## config.mk

```make
export PLATFORM = sky130hd
export DESIGN_NAME = boot_chooser
export DESIGN_NICKNAME = d
export VERILOG_FILES = /design/src/rtl/boot_sel_pkg.sv /design/src/rtl/rev_rank.sv /design/src/rtl/hist_step.sv /design/src/rtl/boot_chooser.sv
export SDC_FILE = /design/constraint.sdc
export NUM_CORES = 1
export LEC_CHECK = 0
export ABC_AREA = 1
export BUFFER_PORTS_ARGS = -buffer_cell sky130_fd_sc_hd__clkbuf_2
export CAP_MARGIN = 10
export CORE_AREA = 4 4 152 154
export CTS_CLUSTER_SIZE = 28
export DETAILED_ROUTE_END_ITERATION = 8
export DIE_AREA = 0 0 156 158
export MAX_ROUTING_LAYER = met4
export REMOVE_ABC_BUFFERS = 1
export SLEW_MARGIN = 20
export SYNTH_ARGS = -nofsm -noshare
export SYNTH_HDL_FRONTEND = slang
export SYNTH_SLANG_ARGS = --single-unit
export TNS_END_PERCENT = 30
```

## constraint.sdc

```tcl
create_clock -name clk -period 7.1 [get_ports clk]
set_input_delay 1.42 -clock clk [delete_from_list [all_inputs] [get_ports clk]]
set_output_delay 1.42 -clock clk [all_outputs]
set_load 0.05 [all_outputs]
```

## src/rtl/boot_sel_pkg.sv

```systemverilog
package boot_sel_pkg;
  localparam logic [1:0]  FOP_RD = 2'd0;
  localparam logic [1:0]  FOP_WR = 2'd1;
  localparam logic [1:0]  FOP_ER = 2'd2;
  localparam logic [3:0]  TRY_1ST = 4'hE;
  localparam logic [3:0]  TRY_2ND = 4'hC;
  localparam logic [3:0]  TRY_3RD = 4'h8;
  localparam logic [15:0] HDR_OK  = 16'h00FF;
  localparam logic [7:0]  HIST_NONE = 8'hFF;

  typedef enum logic [1:0] {ACT_FRESH, ACT_RETRY, ACT_GIVE_UP} hist_act_e;

  typedef enum logic [3:0] {
    ST_IDLE, ST_SCAN, ST_WIPE, ST_HDR, ST_DECIDE, ST_RETIRE, ST_ADV,
    ST_KILL, ST_PICK, ST_REC, ST_BOOT, ST_CLEAR, ST_DONE
  } sel_state_e;
endpackage

```

## src/rtl/rev_rank.sv

```systemverilog
module rev_rank
  import boot_sel_pkg::*;
#(
  parameter int N     = 3,
  parameter int IDX_W = 2
)(
  input  logic [N-1:0]    alive,
  input  logic [N*16-1:0] revs,
  output logic            found,
  output logic [IDX_W-1:0] best
);
  logic [15:0] best_rev;

  // strict compare: lower index keeps a tie
  always_comb begin
    found    = 1'b0;
    best     = '0;
    best_rev = '0;
    for (int i = 0; i < N; i++) begin
      if (alive[i] && (!found || revs[i*16 +: 16] > best_rev)) begin
        found    = 1'b1;
        best     = IDX_W'(i);
        best_rev = revs[i*16 +: 16];
      end
    end
  end
endmodule

```

## src/rtl/hist_step.sv

```systemverilog
module hist_step
  import boot_sel_pkg::*;
#(
  parameter int N     = 3,
  parameter int IDX_W = 2
)(
  input  logic [7:0]       hbyte,
  input  logic [N-1:0]     alive,
  output hist_act_e        act,
  output logic [7:0]       next_code,
  output logic [IDX_W-1:0] cur_idx,
  output logic             cur_known
);
  logic [3:0] img_no;
  logic [3:0] tries;
  logic       cur_alive;

  always_comb begin
    img_no    = hbyte[7:4];
    tries     = hbyte[3:0];
    cur_known = (img_no != 4'd0) && (int'(img_no) <= N);
    cur_idx   = cur_known ? IDX_W'(img_no - 4'd1) : '0;
    cur_alive = cur_known && alive[cur_idx];
    next_code = hbyte;
    if (hbyte == HIST_NONE) begin
      act = ACT_FRESH;
    end else if (cur_alive && tries == TRY_1ST) begin
      act       = ACT_RETRY;
      next_code = {img_no, TRY_2ND};
    end else if (cur_alive && tries == TRY_2ND) begin
      act       = ACT_RETRY;
      next_code = {img_no, TRY_3RD};
    end else begin
      act = ACT_GIVE_UP;
    end
  end
endmodule

```

## src/rtl/boot_chooser.sv

```systemverilog
module boot_chooser
  import boot_sel_pkg::*;
#(
  parameter int NUM_IMG    = 3,
  parameter int ADDR_W     = 24,
  parameter int PAGE_BYTES = 256,
  parameter logic [ADDR_W-1:0]         HIST_BASE = 24'h070000,
  parameter logic [NUM_IMG*ADDR_W-1:0] IMG_BASES = {24'h180000, 24'h100000, 24'h080000}
)(
  input  logic               clk,
  input  logic               rst_n,
  input  logic               start,
  input  logic               app_mode,
  input  logic [NUM_IMG-1:0] crc_err,
  output logic               fl_req,
  output logic [1:0]         fl_op,
  output logic [ADDR_W-1:0]  fl_addr,
  output logic [7:0]         fl_wdata,
  input  logic               fl_ack,
  input  logic [7:0]         fl_rdata,
  output logic               reboot,
  output logic [31:0]        reboot_addr,
  output logic               prog_n,
  output logic               no_image,
  output logic               busy,
  output logic               run_done
);
  localparam int PTR_W = $clog2(PAGE_BYTES);
  localparam int IDX_W = (NUM_IMG > 1) ? $clog2(NUM_IMG) : 1;
  localparam logic [PTR_W-1:0] LAST_PTR = PTR_W'(PAGE_BYTES - 1);
  localparam logic [IDX_W-1:0] LAST_IMG = IDX_W'(NUM_IMG - 1);

  sel_state_e           state_q, state_d;
  logic [PTR_W-1:0]     ptr_q, ptr_d;
  logic [7:0]           hval_q, hval_d;
  logic [IDX_W-1:0]     img_q, img_d;
  logic [1:0]           bj_q, bj_d;
  logic [NUM_IMG*16-1:0] st_q, st_d, rev_q, rev_d;
  logic [NUM_IMG-1:0]   alive_q, alive_d, kill_q, kill_d, crc_q, crc_d;
  logic                 again_q, again_d;
  logic [IDX_W-1:0]     pick_q, pick_d;
  logic [7:0]           wcode_q, wcode_d;
  logic                 prog_q, prog_d;
  logic                 noimg_q, noimg_d;
  logic                 mode_q, mode_d;

  logic [NUM_IMG-1:0]   hdr_ok;
  logic [IDX_W-1:0]     kidx;
  logic                 rank_found;
  logic [IDX_W-1:0]     rank_best;
  hist_act_e            h_act;
  logic [7:0]           h_next;
  logic [IDX_W-1:0]     h_idx;
  logic                 h_known;

  function automatic logic [ADDR_W-1:0] img_base(input logic [IDX_W-1:0] i);
    return IMG_BASES[int'(i)*ADDR_W +: ADDR_W];
  endfunction

  for (genvar g = 0; g < NUM_IMG; g++) begin : g_hdr
    assign hdr_ok[g] = (st_q[g*16 +: 16] == HDR_OK);
  end

  rev_rank #(.N(NUM_IMG), .IDX_W(IDX_W)) u_rank (
    .alive (alive_q),
    .revs  (rev_q),
    .found (rank_found),
    .best  (rank_best)
  );

  hist_step #(.N(NUM_IMG), .IDX_W(IDX_W)) u_step (
    .hbyte     (hval_q),
    .alive     (hdr_ok & ~crc_q),
    .act       (h_act),
    .next_code (h_next),
    .cur_idx   (h_idx),
    .cur_known (h_known)
  );

  always_comb begin
    kidx = '0;
    for (int i = NUM_IMG - 1; i >= 0; i--) begin
      if (kill_q[i]) kidx = IDX_W'(i);
    end
  end

  // flash port, decoded from state
  always_comb begin
    fl_req   = 1'b0;
    fl_op    = FOP_WR;
    fl_addr  = HIST_BASE + ADDR_W'(ptr_q);
    fl_wdata = 8'h00;
    unique case (state_q)
      ST_SCAN:   begin fl_req = 1'b1; fl_op = FOP_RD; end
      ST_WIPE:   begin fl_req = 1'b1; fl_op = FOP_ER; fl_addr = HIST_BASE; end
      ST_HDR:    begin fl_req = 1'b1; fl_op = FOP_RD; fl_addr = img_base(img_q) + ADDR_W'(bj_q); end
      ST_RETIRE: fl_req = 1'b1;
      ST_ADV:    begin fl_req = (ptr_q == LAST_PTR); fl_op = FOP_ER; fl_addr = HIST_BASE; end
      ST_KILL:   begin fl_req = (kill_q != '0); fl_addr = img_base(kidx) + ADDR_W'(bj_q); end
      ST_REC:    begin fl_req = 1'b1; fl_wdata = wcode_q; end
      ST_CLEAR:  fl_req = 1'b1;
      default:   ;
    endcase
  end

  // next-state
  always_comb begin
    state_d = state_q;  ptr_d  = ptr_q;   hval_d  = hval_q;  img_d   = img_q;
    bj_d    = bj_q;     st_d   = st_q;    rev_d   = rev_q;   alive_d = alive_q;
    kill_d  = kill_q;   crc_d  = crc_q;   again_d = again_q; pick_d  = pick_q;
    wcode_d = wcode_q;  noimg_d = noimg_q; mode_d = mode_q;
    prog_d  = 1'b1;
    unique case (state_q)
      ST_IDLE: if (start) begin
        ptr_d = '0; img_d = '0; bj_d = '0; noimg_d = 1'b0;
        mode_d = app_mode; crc_d = crc_err;
        state_d = ST_SCAN;
      end
      ST_SCAN: if (fl_ack) begin
        if (fl_rdata != 8'h00) begin
          hval_d = fl_rdata;
          if (!mode_q)                     state_d = ST_HDR;
          else if (fl_rdata == HIST_NONE)  state_d = ST_DONE;
          else                             state_d = ST_CLEAR;
        end else if (ptr_q == LAST_PTR) begin
          state_d = ST_WIPE;
        end else begin
          ptr_d = ptr_q + 1'b1;
        end
      end
      ST_WIPE: if (fl_ack) begin
        ptr_d = '0; hval_d = HIST_NONE;
        state_d = mode_q ? ST_DONE : ST_HDR;
      end
      ST_HDR: if (fl_ack) begin
        unique case (bj_q)
          2'd0: st_d[int'(img_q)*16 + 8 +: 8]  = fl_rdata;
          2'd1: st_d[int'(img_q)*16 +: 8]      = fl_rdata;
          2'd2: rev_d[int'(img_q)*16 + 8 +: 8] = fl_rdata;
          default: rev_d[int'(img_q)*16 +: 8]  = fl_rdata;
        endcase
        bj_d = bj_q + 2'd1;
        if (bj_q == 2'd3) begin
          if (img_q == LAST_IMG) state_d = ST_DECIDE;
          else                   img_d = img_q + 1'b1;
        end
      end
      ST_DECIDE: begin
        alive_d = hdr_ok & ~crc_q;
        kill_d  = hdr_ok & crc_q;
        again_d = 1'b0;
        bj_d    = '0;
        unique case (h_act)
          ACT_RETRY: begin
            again_d = 1'b1; pick_d = h_idx; wcode_d = h_next;
            state_d = ST_KILL;
          end
          ACT_GIVE_UP: begin
            if (h_known) begin
              alive_d[h_idx] = 1'b0;
              kill_d[h_idx]  = hdr_ok[h_idx];
            end
            state_d = ST_RETIRE;
          end
          default: state_d = ST_KILL;
        endcase
      end
      ST_RETIRE: if (fl_ack) state_d = ST_ADV;
      ST_ADV: begin
        if (ptr_q != LAST_PTR) begin
          ptr_d = ptr_q + 1'b1; state_d = ST_KILL;
        end else if (fl_ack) begin
          ptr_d = '0; state_d = ST_KILL;
        end
      end
      ST_KILL: begin
        if (kill_q == '0) begin
          state_d = again_q ? ST_REC : ST_PICK;
        end else if (fl_ack) begin
          if (bj_q == 2'd1) begin
            bj_d = '0; kill_d[kidx] = 1'b0; prog_d = 1'b0;
          end else begin
            bj_d = 2'd1;
          end
        end
      end
      ST_PICK: begin
        if (!rank_found) begin
          noimg_d = 1'b1; state_d = ST_DONE;
        end else begin
          pick_d  = rank_best;
          wcode_d = {4'(rank_best) + 4'd1, TRY_1ST};
          state_d = ST_REC;
        end
      end
      ST_REC:   if (fl_ack) state_d = ST_BOOT;
      ST_BOOT:  state_d = ST_DONE;
      ST_CLEAR: if (fl_ack) state_d = ST_DONE;
      ST_DONE:  state_d = ST_IDLE;
      default:  state_d = ST_IDLE;
    endcase
  end

  // registers
  always_ff @(posedge clk or negedge rst_n) begin
    if (!rst_n) begin
      state_q <= ST_IDLE; ptr_q <= '0; hval_q <= HIST_NONE; img_q <= '0;
      bj_q <= '0; st_q <= '0; rev_q <= '0; alive_q <= '0; kill_q <= '0;
      crc_q <= '0; again_q <= 1'b0; pick_q <= '0; wcode_q <= HIST_NONE;
      prog_q <= 1'b1; noimg_q <= 1'b0; mode_q <= 1'b0;
    end else begin
      state_q <= state_d; ptr_q <= ptr_d; hval_q <= hval_d; img_q <= img_d;
      bj_q <= bj_d; st_q <= st_d; rev_q <= rev_d; alive_q <= alive_d;
      kill_q <= kill_d; crc_q <= crc_d; again_q <= again_d; pick_q <= pick_d;
      wcode_q <= wcode_d; prog_q <= prog_d; noimg_q <= noimg_d; mode_q <= mode_d;
    end
  end

  assign reboot      = (state_q == ST_BOOT);
  assign reboot_addr = 32'(img_base(pick_q));
  assign prog_n      = prog_q;
  assign no_image    = noimg_q;
  assign busy        = (state_q != ST_IDLE);
  assign run_done    = (state_q == ST_DONE);


  rec_code_chk: assert property (@(posedge clk) disable iff (!rst_n)
    (state_q == ST_REC) |-> (fl_wdata[7:4] != 4'd0 && int'(fl_wdata[7:4]) <= NUM_IMG &&
      (fl_wdata[3:0] == TRY_1ST || fl_wdata[3:0] == TRY_2ND || fl_wdata[3:0] == TRY_3RD)));

  app_no_boot_chk: assert property (@(posedge clk) disable iff (!rst_n)
    reboot |-> !mode_q);

  prog_cause_chk: assert property (@(posedge clk) disable iff (!rst_n)
    !prog_n |-> $past(fl_req && fl_ack && fl_op == FOP_WR && fl_wdata == 8'h00));

  rec_first_chk: assert property (@(posedge clk) disable iff (!rst_n)
    reboot |-> $past(fl_req && fl_ack && fl_op == FOP_WR && fl_wdata != 8'h00));

  boot_pulse_chk: assert property (@(posedge clk) disable iff (!rst_n)
    reboot |=> !reboot);

  none_quiet_chk: assert property (@(posedge clk) disable iff (!rst_n)
    no_image |-> !reboot);

  req_hold_chk: assert property (@(posedge clk) disable iff (!rst_n)
    (fl_req && !fl_ack) |=> (fl_req && $stable(fl_addr) && $stable(fl_op)));
endmodule

```

==> results of run 1 <==
through the flow:
stage | cells | power [mW] | worst slack [ns]
2_1_floorplan | 1076 | 1.796 | 3.457
3_3_place_gp | 1404 | 2.082 | 2.902
3_5_place_dp | 1404 | 2.086 | 2.888
4_1_cts | 1436 | 2.993 | 2.849
5_1_grt | 1436 | 3.176 | 2.349
6_report | 1436 | 2.975 | 2.877
flip-flops by register name, summed over array words and instances (netlist names), 4 cells and up:
register	flops
wcode_q	8
rev_q	48
state_q	4
st_q	48
hval_q	8
ptr_q	8
routing by layer:
layer  up-vias  global-route usage [%]  wire length (µm)
met2       196                   28.33             10040
li1       3612                       -                 -
met3        33                   3.417              1390
met5         -                       -                 0
met1      3364                   27.89             10930
met4         0                   7.211               534
layout by cell type, fill, tap and decap left out, types with 8 or more instances in the layout:
cell / netlist / routed
sky130_fd_sc_hd__a21oi_1: 27 / 27
sky130_fd_sc_hd__clkbuf_16: 0 / 18
sky130_fd_sc_hd__clkbuf_2: 0 / 45
sky130_fd_sc_hd__conb_1: 1 / 41
sky130_fd_sc_hd__dfrtp_1: 126 / 126
sky130_fd_sc_hd__dfstp_2: 17 / 17
sky130_fd_sc_hd__ha_1: 46 / 46
sky130_fd_sc_hd__inv_1: 92 / 92
sky130_fd_sc_hd__inv_2: 19 / 19
sky130_fd_sc_hd__nand2_1: 307 / 307
sky130_fd_sc_hd__nand2_2: 9 / 9
sky130_fd_sc_hd__nand3_1: 63 / 63
sky130_fd_sc_hd__nand4_1: 24 / 24
sky130_fd_sc_hd__nor2_1: 97 / 97
sky130_fd_sc_hd__nor2_2: 8 / 8
sky130_fd_sc_hd__nor3_1: 12 / 12
sky130_fd_sc_hd__o21ai_0: 73 / 73
sky130_fd_sc_hd__o21ai_1: 80 / 80
area by class of cell:
| type | instances | area [µm²] |
|---|---|---|
| clock buffer | 22 | 495.5 |
| clock inverter | 10 | 96.34 |
| fill | 2214 | 12390 |
| inverter | 113 | 424.2 |
| multi-input combinational | 820 | 4080 |
| sequential | 143 | 3600 |
| tap | 280 | 350.3 |
| timing repair buffer | 48 | 251.5 |
cells by family (layout without fill, tap and decap cells):
| family | Yosys count | after routing |
|---|---|---|
| fa+ha+maj | 46 | 46 |
| flops | 143 | 143 |
| xor+xnor | 3 | 3 |
| compound gates | 202 | 202 |
| simple gates | 528 | 528 |
| other cells | 1 | 41 |
| buf+inv | 178 | 193 |
power breakdown:
group / internal [mW] / switching, mW / leakage (nW)
clock network: 0.534 / 0.362 / 0.297
logic: 0.251 / 0.741 / 2.38
registers: 0.961 / 0.125 / 1.91
total: 1.75 / 1.23 / 4.59
critical path, delay by kind of cell, from the launching register on:
kind                     cells  cell delay, ns
AO/OA/AOI/OAI                1            0.24
flip-flops                   1            0.71
adder cells (fa/ha/maj)      2            0.67
AND/OR/NAND/NOR             20            2.47
worst min-delay path by stage:
stage                     startpoint         end  depth (start not counted)
after global routing      wcode_q[6]  wcode_q[6]                          2
after global placement    wcode_q[7]  wcode_q[7]                          2
after floorplan           wcode_q[0]  wcode_q[0]                          2
after detailed placement  wcode_q[6]  wcode_q[6]                          2
final                     wcode_q[6]  wcode_q[6]                          2
after CTS                 wcode_q[6]  wcode_q[6]                          2
==> summary.json, run 1 <==
{
  "worstSetupEndpointType": {"value": "register"},
  "post-route-drc-count": {"value": 0},
  "num_rows": {"value": 54},
  "synth_top_cell_by_area": {"value": "sky130_fd_sc_hd__dfrtp_1"},
  "fp.dieArea": {"value": 24650, "unit": "µm²"},
  "htree_levels": {"value": 4},
  "clock_tree_buffer_depth": {"value": 2},
  "critPathMostFrequentCell": {"value": "sky130_fd_sc_hd__nand2_1"},
  "grt_remaining_overflow": {"value": 0},
  "post_cts_setup_buffers": {"value": 0},
  "criticalPathCategory": {"value": "reg -> reg"},
  "clkLatencyLatePin": {"value": 0.43, "unit": "ns"},
  "routed_via_density": {"value": 5.017},
  "yosys.area_share.simple": {"value": 26.87, "unit": "%"},
  "worstRegToRegCells": {"value": 23},
  "timing_max_transition_violations_final": {"value": 0},
  "share_of_final_layout_standard_cells_stronger_than_drive_strength_1": {"value": 12.37, "unit": "%"},
  "final.hold.worst_slack": {"value": 0.4552, "unit": "ns"},
  "synth_top_family_by_area": {"value": "simple AND/OR/NAND/NOR gates"},
  "nNetsFinal": {"value": 1205},
  "via_count": {"value": 7205},
  "post-synth-top-area-fraction": {"value": 37.66, "unit": "%"},
  "floorplan.initialDensity": {"value": 38.61, "unit": "%"},
  "routability_congestion_estimate": {"value": 0.9202},
  "finish.utilization": {"value": 42.87, "unit": "%"},
  "yosys.cell_count.top_type": {"value": "sky130_fd_sc_hd__nand2_1"},
  "worst-r2r-setup-slack": {"value": 2.88, "unit": "ns"},
  "synthesis.area": {"value": 8373, "unit": "µm²"},
  "total_cell_area_at_the_placement_stage": {"value": 8706, "unit": "µm²"},
  "fp.dieW": {"value": 156, "unit": "µm"},
  "cts_tree": {"value": "yes"},
  "worst_slew_pin_tran": {"value": 0.9145, "unit": "ns"},
  "timing.final.crit_period": {"value": 4.223, "unit": "ns"},
  "synthArstFlopShare": {"value": 100.0, "unit": "%"},
  "detail-route-antenna-nets": {"value": 0},
  "drt-wirelength-per-cell": {"value": 15.95, "unit": "µm"},
  "critical_path.startpoint": {"value": "alive_q[0]"},
  "synth-xor-area-share": {"value": 0.3138, "unit": "%"},
  "syn-instance-count": {"value": 1101},
  "worstPathArrival": {"value": 4.55, "unit": "ns"},
  "crit_path_max_fanout": {"value": 34},
  "core_area": {"value": 21690, "unit": "µm²"},
  "clk_root_buffer_cell": {"value": "sky130_fd_sc_hd__clkbuf_16"},
  "yosys_register_bits": {"value": 143},
  "endpoint_of_the_worst_setup_timing_path": {"value": "pick_q[0]"},
  "antenna_found_initial": {"value": 0},
  "max_freq": {"value": 0.2368, "unit": "GHz"},
  "synthAdderAreaFrac": {"value": 6.874, "unit": "%"},
  "run_status": {"value": "completed"},
  "starting_drc_count_in_detailed_routing": {"value": 582},
  "numPortBuffers": {"value": 46},
  "yosys-mux-area-fraction": {"value": 0, "unit": "%"},
  "netlist_top_cells_area": {"value": "sky130_fd_sc_hd__dfrtp_1 38%, sky130_fd_sc_hd__nand2_1 14%, sky130_fd_sc_hd__ha_1 6.9%"},
  "cp_slowest_stage_delay": {"value": 0.71, "unit": "ns"},
  "die-height": {"value": 158, "unit": "µm"},
  "cap_violations": {"value": 0},
  "drt-pass1-iter-count": {"value": 5},
  "slowest_cell_on_the_critical_path": {"value": "sky130_fd_sc_hd__dfrtp_1"},
  "synth.yosys.seq_area_share": {"value": 42.99, "unit": "%"},
  "skew": {"value": 0.01328, "unit": "ns"},
  "area.growth.synth_to_final": {"value": 11.04, "unit": "%"},
  "grt_start_max_net_pins": {"value": 81},
  "yosys_most_used_dff": {"value": "sky130_fd_sc_hd__dfrtp_1"},
  "worstHoldPathType": {"value": "reg -> reg"},
  "cts.sink_count": {"value": 143},
  "via_count_of_the_first_global_routing_pass": {"value": 6806},
  "power.leakage": {"value": 4.588, "unit": "nW"},
  "cts-buffers-inserted": {"value": 17},
  "grt_usage": {"value": 19.71, "unit": "%"},
  "fin_crit_sh": {"value": 59.49, "unit": "%"},
  "floorplan.io_pins": {"value": 88},
  "global_route_wire_length_before_repair": {"value": 36770, "unit": "µm"},
  "power_density": {"value": 319.9, "unit": "nW/µm²"},
  "irDropWorstVdd": {"value": 0.0001175, "unit": "V"},
  "synthesis.area_per_instance": {"value": 7.605, "unit": "µm²"},
  "post_cts_resized": {"value": 0},
  "setup_viol_count_final": {"value": 0},
  "totalNegativeSetupSlack": {"value": 0, "unit": "ns"},
  "worst_slew_margin_rel": {"value": 38.89, "unit": "%"},
  "routed_wl": {"value": 22900, "unit": "µm"},
  "dp_hpwl": {"value": 17490, "unit": "µm"},
  "r2r-end": {"value": "pick_q[0]"},
  "ys.warnings.count": {"value": 0},
  "antenna_cells": {"value": 0},
  "fin_area": {"value": 9298, "unit": "µm²"},
  "crit_chain": {"value": "nand2_1, ha_1, nand2_1, nor3_1, nand3_1, nand2_1, nand2_1, nand2_1, o21ai_0, ha_1, nand2_1, nor2_1, nand2_1, nand2_1, nand2_1, nand2_1, nand2_1, nand2_1, nand2_1, nand2_1, nand2_1, nand2_1, nand2_1"},
  "synth_common_cells": {"value": "307 x sky130_fd_sc_hd__nand2_1, 126 x sky130_fd_sc_hd__dfrtp_1, 97 x sky130_fd_sc_hd__nor2_1"},
  "timing.critical_path.required": {"value": 7.42, "unit": "ns"},
  "yosysUniqueCellTypes": {"value": 40},
  "rsz0062_at_grt": {"value": "false"},
  "synth_compound_area_share": {"value": 12.84, "unit": "%"},
  "synth_enable_flop_cells": {"value": 0},
  "worst_setup_path_start_kind": {"value": "register"},
  "timing.final.hold_violations": {"value": 0},
  "r2r-start": {"value": "alive_q[0]"},
  "cts.hold.buffers_added": {"value": 0},
  "cts.reportedPaths.clkPinSlew": {"value": 0.06, "unit": "ns"}
}
Power figures use the tool's default switching activity.
==> inputs of run 2 (changes only) <==
==> constraint.sdc (replaced) <==
create_clock -name clk -period 3.87 [get_ports clk]
set_input_delay 0.774 -clock clk [delete_from_list [all_inputs] [get_ports clk]]
set_output_delay 0.774 -clock clk [all_outputs]
set_load 0.05 [all_outputs]
==> run 2 against run 1 <==
Register-to-register slack got worse by 2.4 ns. Sequential cell count unchanged. Critical endpoint is now pick_q[1]. Clock skew decreased by 0.0022 ns. Sequential power increased by 83%. Die area unchanged. Worst setup slack got worse by 2.4 ns. Via count increased by 1.0%.
==> summary.json, run 2 (synthesis gave the netlist of run 1 again) <==
{
  "met2WireLength": {"value": 9839, "unit": "µm"},
  "via_count": {"value": 7277},
  "core_area": {"value": 21690, "unit": "µm²"},
  "routed_wl": {"value": 22750, "unit": "µm"},
  "nNetsFinal": {"value": 1209},
  "irDropWorstVdd": {"value": 0.0002932, "unit": "V"},
  "cts.sink_count": {"value": 143},
  "power_density": {"value": 597.5, "unit": "nW/µm²"},
  "cts-buffers-inserted": {"value": 17},
  "critPathMostFrequentCell": {"value": "sky130_fd_sc_hd__nand2_1"},
  "cts_tree": {"value": "yes"},
  "global_route_wire_length_before_repair": {"value": 36660, "unit": "µm"},
  "antenna_cells": {"value": 0},
  "grt_start_max_net_pins": {"value": 63},
  "worstPathArrival": {"value": 3.74, "unit": "ns"},
  "fp.dieW": {"value": 156, "unit": "µm"},
  "post-route-drc-count": {"value": 0},
  "drt-wirelength-per-cell": {"value": 15.80, "unit": "µm"},
  "clock_tree_buffer_depth": {"value": 2},
  "routed-wl-met3": {"value": 1316, "unit": "µm"},
  "fp.dieArea": {"value": 24650, "unit": "µm²"},
  "seq_power_share": {"value": 35.7, "unit": "%"},
  "htree_levels": {"value": 4},
  "p_sw": {"value": 2.253, "unit": "mW"},
  "clkLatencyLatePin": {"value": 0.43, "unit": "ns"},
  "die-height": {"value": 158, "unit": "µm"},
  "share_of_final_layout_standard_cells_stronger_than_drive_strength_1": {"value": 12.41, "unit": "%"},
  "ff_latch_area": {"value": 3600, "unit": "µm²"},
  "cts.hold.buffers_added": {"value": 0},
  "worst-r2r-setup-slack": {"value": 0.45, "unit": "ns"},
  "totalNegativeSetupSlack": {"value": 0, "unit": "ns"},
  "worst_setup_path_start_kind": {"value": "register"},
  "power_report.internal_total": {"value": 3.361, "unit": "mW"},
  "rsz0062_at_grt": {"value": "false"},
  "top_layer_used": {"value": "met4"},
  "critical-path-top-delay-family": {"value": "simple AND/OR/NAND/NOR gates"},
  "floorplan.initialDensity": {"value": 38.61, "unit": "%"},
  "drt-pass1-iter-count": {"value": 5},
  "grt_remaining_overflow": {"value": 0},
  "grt_usage": {"value": 19.56, "unit": "%"},
  "max_freq": {"value": 0.2923, "unit": "GHz"},
  "sw_frac_of_total": {"value": 40.13, "unit": "%"},
  "detail-route-antenna-nets": {"value": 0},
  "worstSetupEndpointType": {"value": "register"},
  "num_rows": {"value": 54},
  "run_status": {"value": "completed"},
  "wirelength_met1": {"value": 11280, "unit": "µm"},
  "routed_via_density": {"value": 5.053},
  "crit_chain": {"value": "buf_4, nand2_1, ha_1, nand2_1, nor3_1, nand2_1, nand2_1, nand2_1, nand2_1, nand2_1, buf_12, nand2_1, o21ai_0, ha_1, nand4_1, nor2_1, nand3_1, nand2_1, nand2_1, nand3_1, o21ai_0, nand2_1, nand2_1"},
  "combPwrFrac": {"value": 32.7, "unit": "%"},
  "worst_slew_pin_tran": {"value": 0.9215, "unit": "ns"},
  "criticalPathCategory": {"value": "reg -> reg"},
  "routability_congestion_estimate": {"value": 0.9226},
  "worst_slew_margin_rel": {"value": 38.57, "unit": "%"},
  "post_cts_resized": {"value": 0},
  "timing.critical_path.required": {"value": 4.19, "unit": "ns"},
  "multi_input_area": {"value": 4080, "unit": "µm²"},
  "area.growth.synth_to_final": {"value": 12.22, "unit": "%"},
  "power.leakage": {"value": 4.626, "unit": "nW"},
  "cp_slowest_stage_delay": {"value": 0.34, "unit": "ns"},
  "mostFrequentLayoutCell": {"value": "sky130_fd_sc_hd__nand2_1"},
  "post-layout-total-power": {"value": 5.614, "unit": "mW"},
  "cp.buffers_inverters": {"value": 2},
  "slowest_cell_on_the_critical_path": {"value": "sky130_fd_sc_hd__ha_1"},
  "via_count_of_the_first_global_routing_pass": {"value": 6907},
  "crit_path_max_fanout": {"value": 32},
  "clk_root_buffer_cell": {"value": "sky130_fd_sc_hd__clkbuf_16"},
  "layout.filler_cells": {"value": 2210},
  "dp_hpwl": {"value": 17220, "unit": "µm"},
  "setup_viol_count_final": {"value": 0},
  "timing_max_transition_violations_final": {"value": 0},
  "place_inst": {"value": 1408},
  "power.clock.fraction": {"value": 31.7, "unit": "%"},
  "floorplan.io_pins": {"value": 88},
  "skew": {"value": 0.01105, "unit": "ns"},
  "starting_drc_count_in_detailed_routing": {"value": 463},
  "layout.cells.most_common_list": {"value": "307 x sky130_fd_sc_hd__nand2_1, 126 x sky130_fd_sc_hd__dfrtp_1, 97 x sky130_fd_sc_hd__nor2_1, 92 x sky130_fd_sc_hd__inv_1, 80 x sky130_fd_sc_hd__o21ai_1"},
  "finish.cell_count_without_fillers": {"value": 1440},
  "antenna_found_initial": {"value": 0},
  "cts.reportedPaths.clkPinSlew": {"value": 0.06, "unit": "ns"},
  "numPortBuffers": {"value": 46},
  "timing.final.crit_period": {"value": 3.421, "unit": "ns"},
  "timing.final.hold_violations": {"value": 0},
  "fin_crit_sh": {"value": 88.41, "unit": "%"},
  "worstHoldPathType": {"value": "in -> async"},
  "post_cts_setup_buffers": {"value": 0},
  "largestRegisters": {"value": "rev_q x48, st_q x48"},
  "cap_violations": {"value": 0}
}
==> run 2: cell type report <==
| type | instances | share of cell area, % |
|---|---|---|
| Inverter | 113 | 4.514 |
| Clock buffer | 24 | 5.126 |
| Sequential cell | 143 | 38.31 |
| Timing Repair Buffer | 52 | 3.262 |
| Multi-Input combinational cell | 820 | 43.42 |
| Tap cell | 280 | 3.728 |
| Clock inverter | 8 | 1.638 |
==> run 2: power groups by stage <==
| stage | Combinational (mW) | Clock, mW | Sequential (mW) |
|---|---|---|---|
| 2_1_floorplan | 1.34 | 0 | 1.95 |
| 3_3_place_gp | 1.81 | 0 | 2.02 |
| 3_5_place_dp | 1.82 | 0 | 2.02 |
| 4_1_cts | 1.83 | 1.81 | 2.00 |
| 5_1_grt | 2.06 | 1.87 | 2.04 |
| 6_report | 1.83 | 1.78 | 2.00 |
==> run 2: through the flow <==
step	utilization, %	hold slack [ns]	setup slack, ns	instance area [µm²]
final	43.33	0.3363	0.4486	9397
after global placement	40.39	0.4464	0.4845	8761
after detailed placement	40.39	0.4507	0.4632	8761
after CTS	43.33	0.3642	0.4283	9397
after global routing	43.33	0.3783	0.06959	9397
after floorplan	-	0.4372	0.5659	8104
==> run 2: worst reg2reg max path, delay by kind of cell (launching register included) <==
kind	cells	cell delay (ns)
buf+inv	2	0.40
simple gates	17	1.74
compound gates	2	0.21
fa+ha+maj	2	0.64
flops	1	0.32
==> run 2: worst paths after layout <==
| path | startpoint | endpoint | cells past startpoint |
|---|---|---|---|
| hold reg to reg | wcode_q[7] | wcode_q[7] | 2 |
| hold / removal | rst_n | st_q[2] | 1 |
| setup reg to reg | alive_q[0] | pick_q[1] | 23 |
| max in group asynchronous | rst_n | prog_n | 2 |
| min in group clk | wcode_q[7] | wcode_q[7] | 2 |
| setup / recovery | alive_q[0] | pick_q[1] | 23 |
==> run 2: per-layer routing <==
metal | up-vias | global-route usage (%)
met5 | - | -
met4 | 0 | 5.419
met3 | 25 | 3.499
met2 | 196 | 28.02
met1 | 3432 | 28.42
li1 | 3624 | -
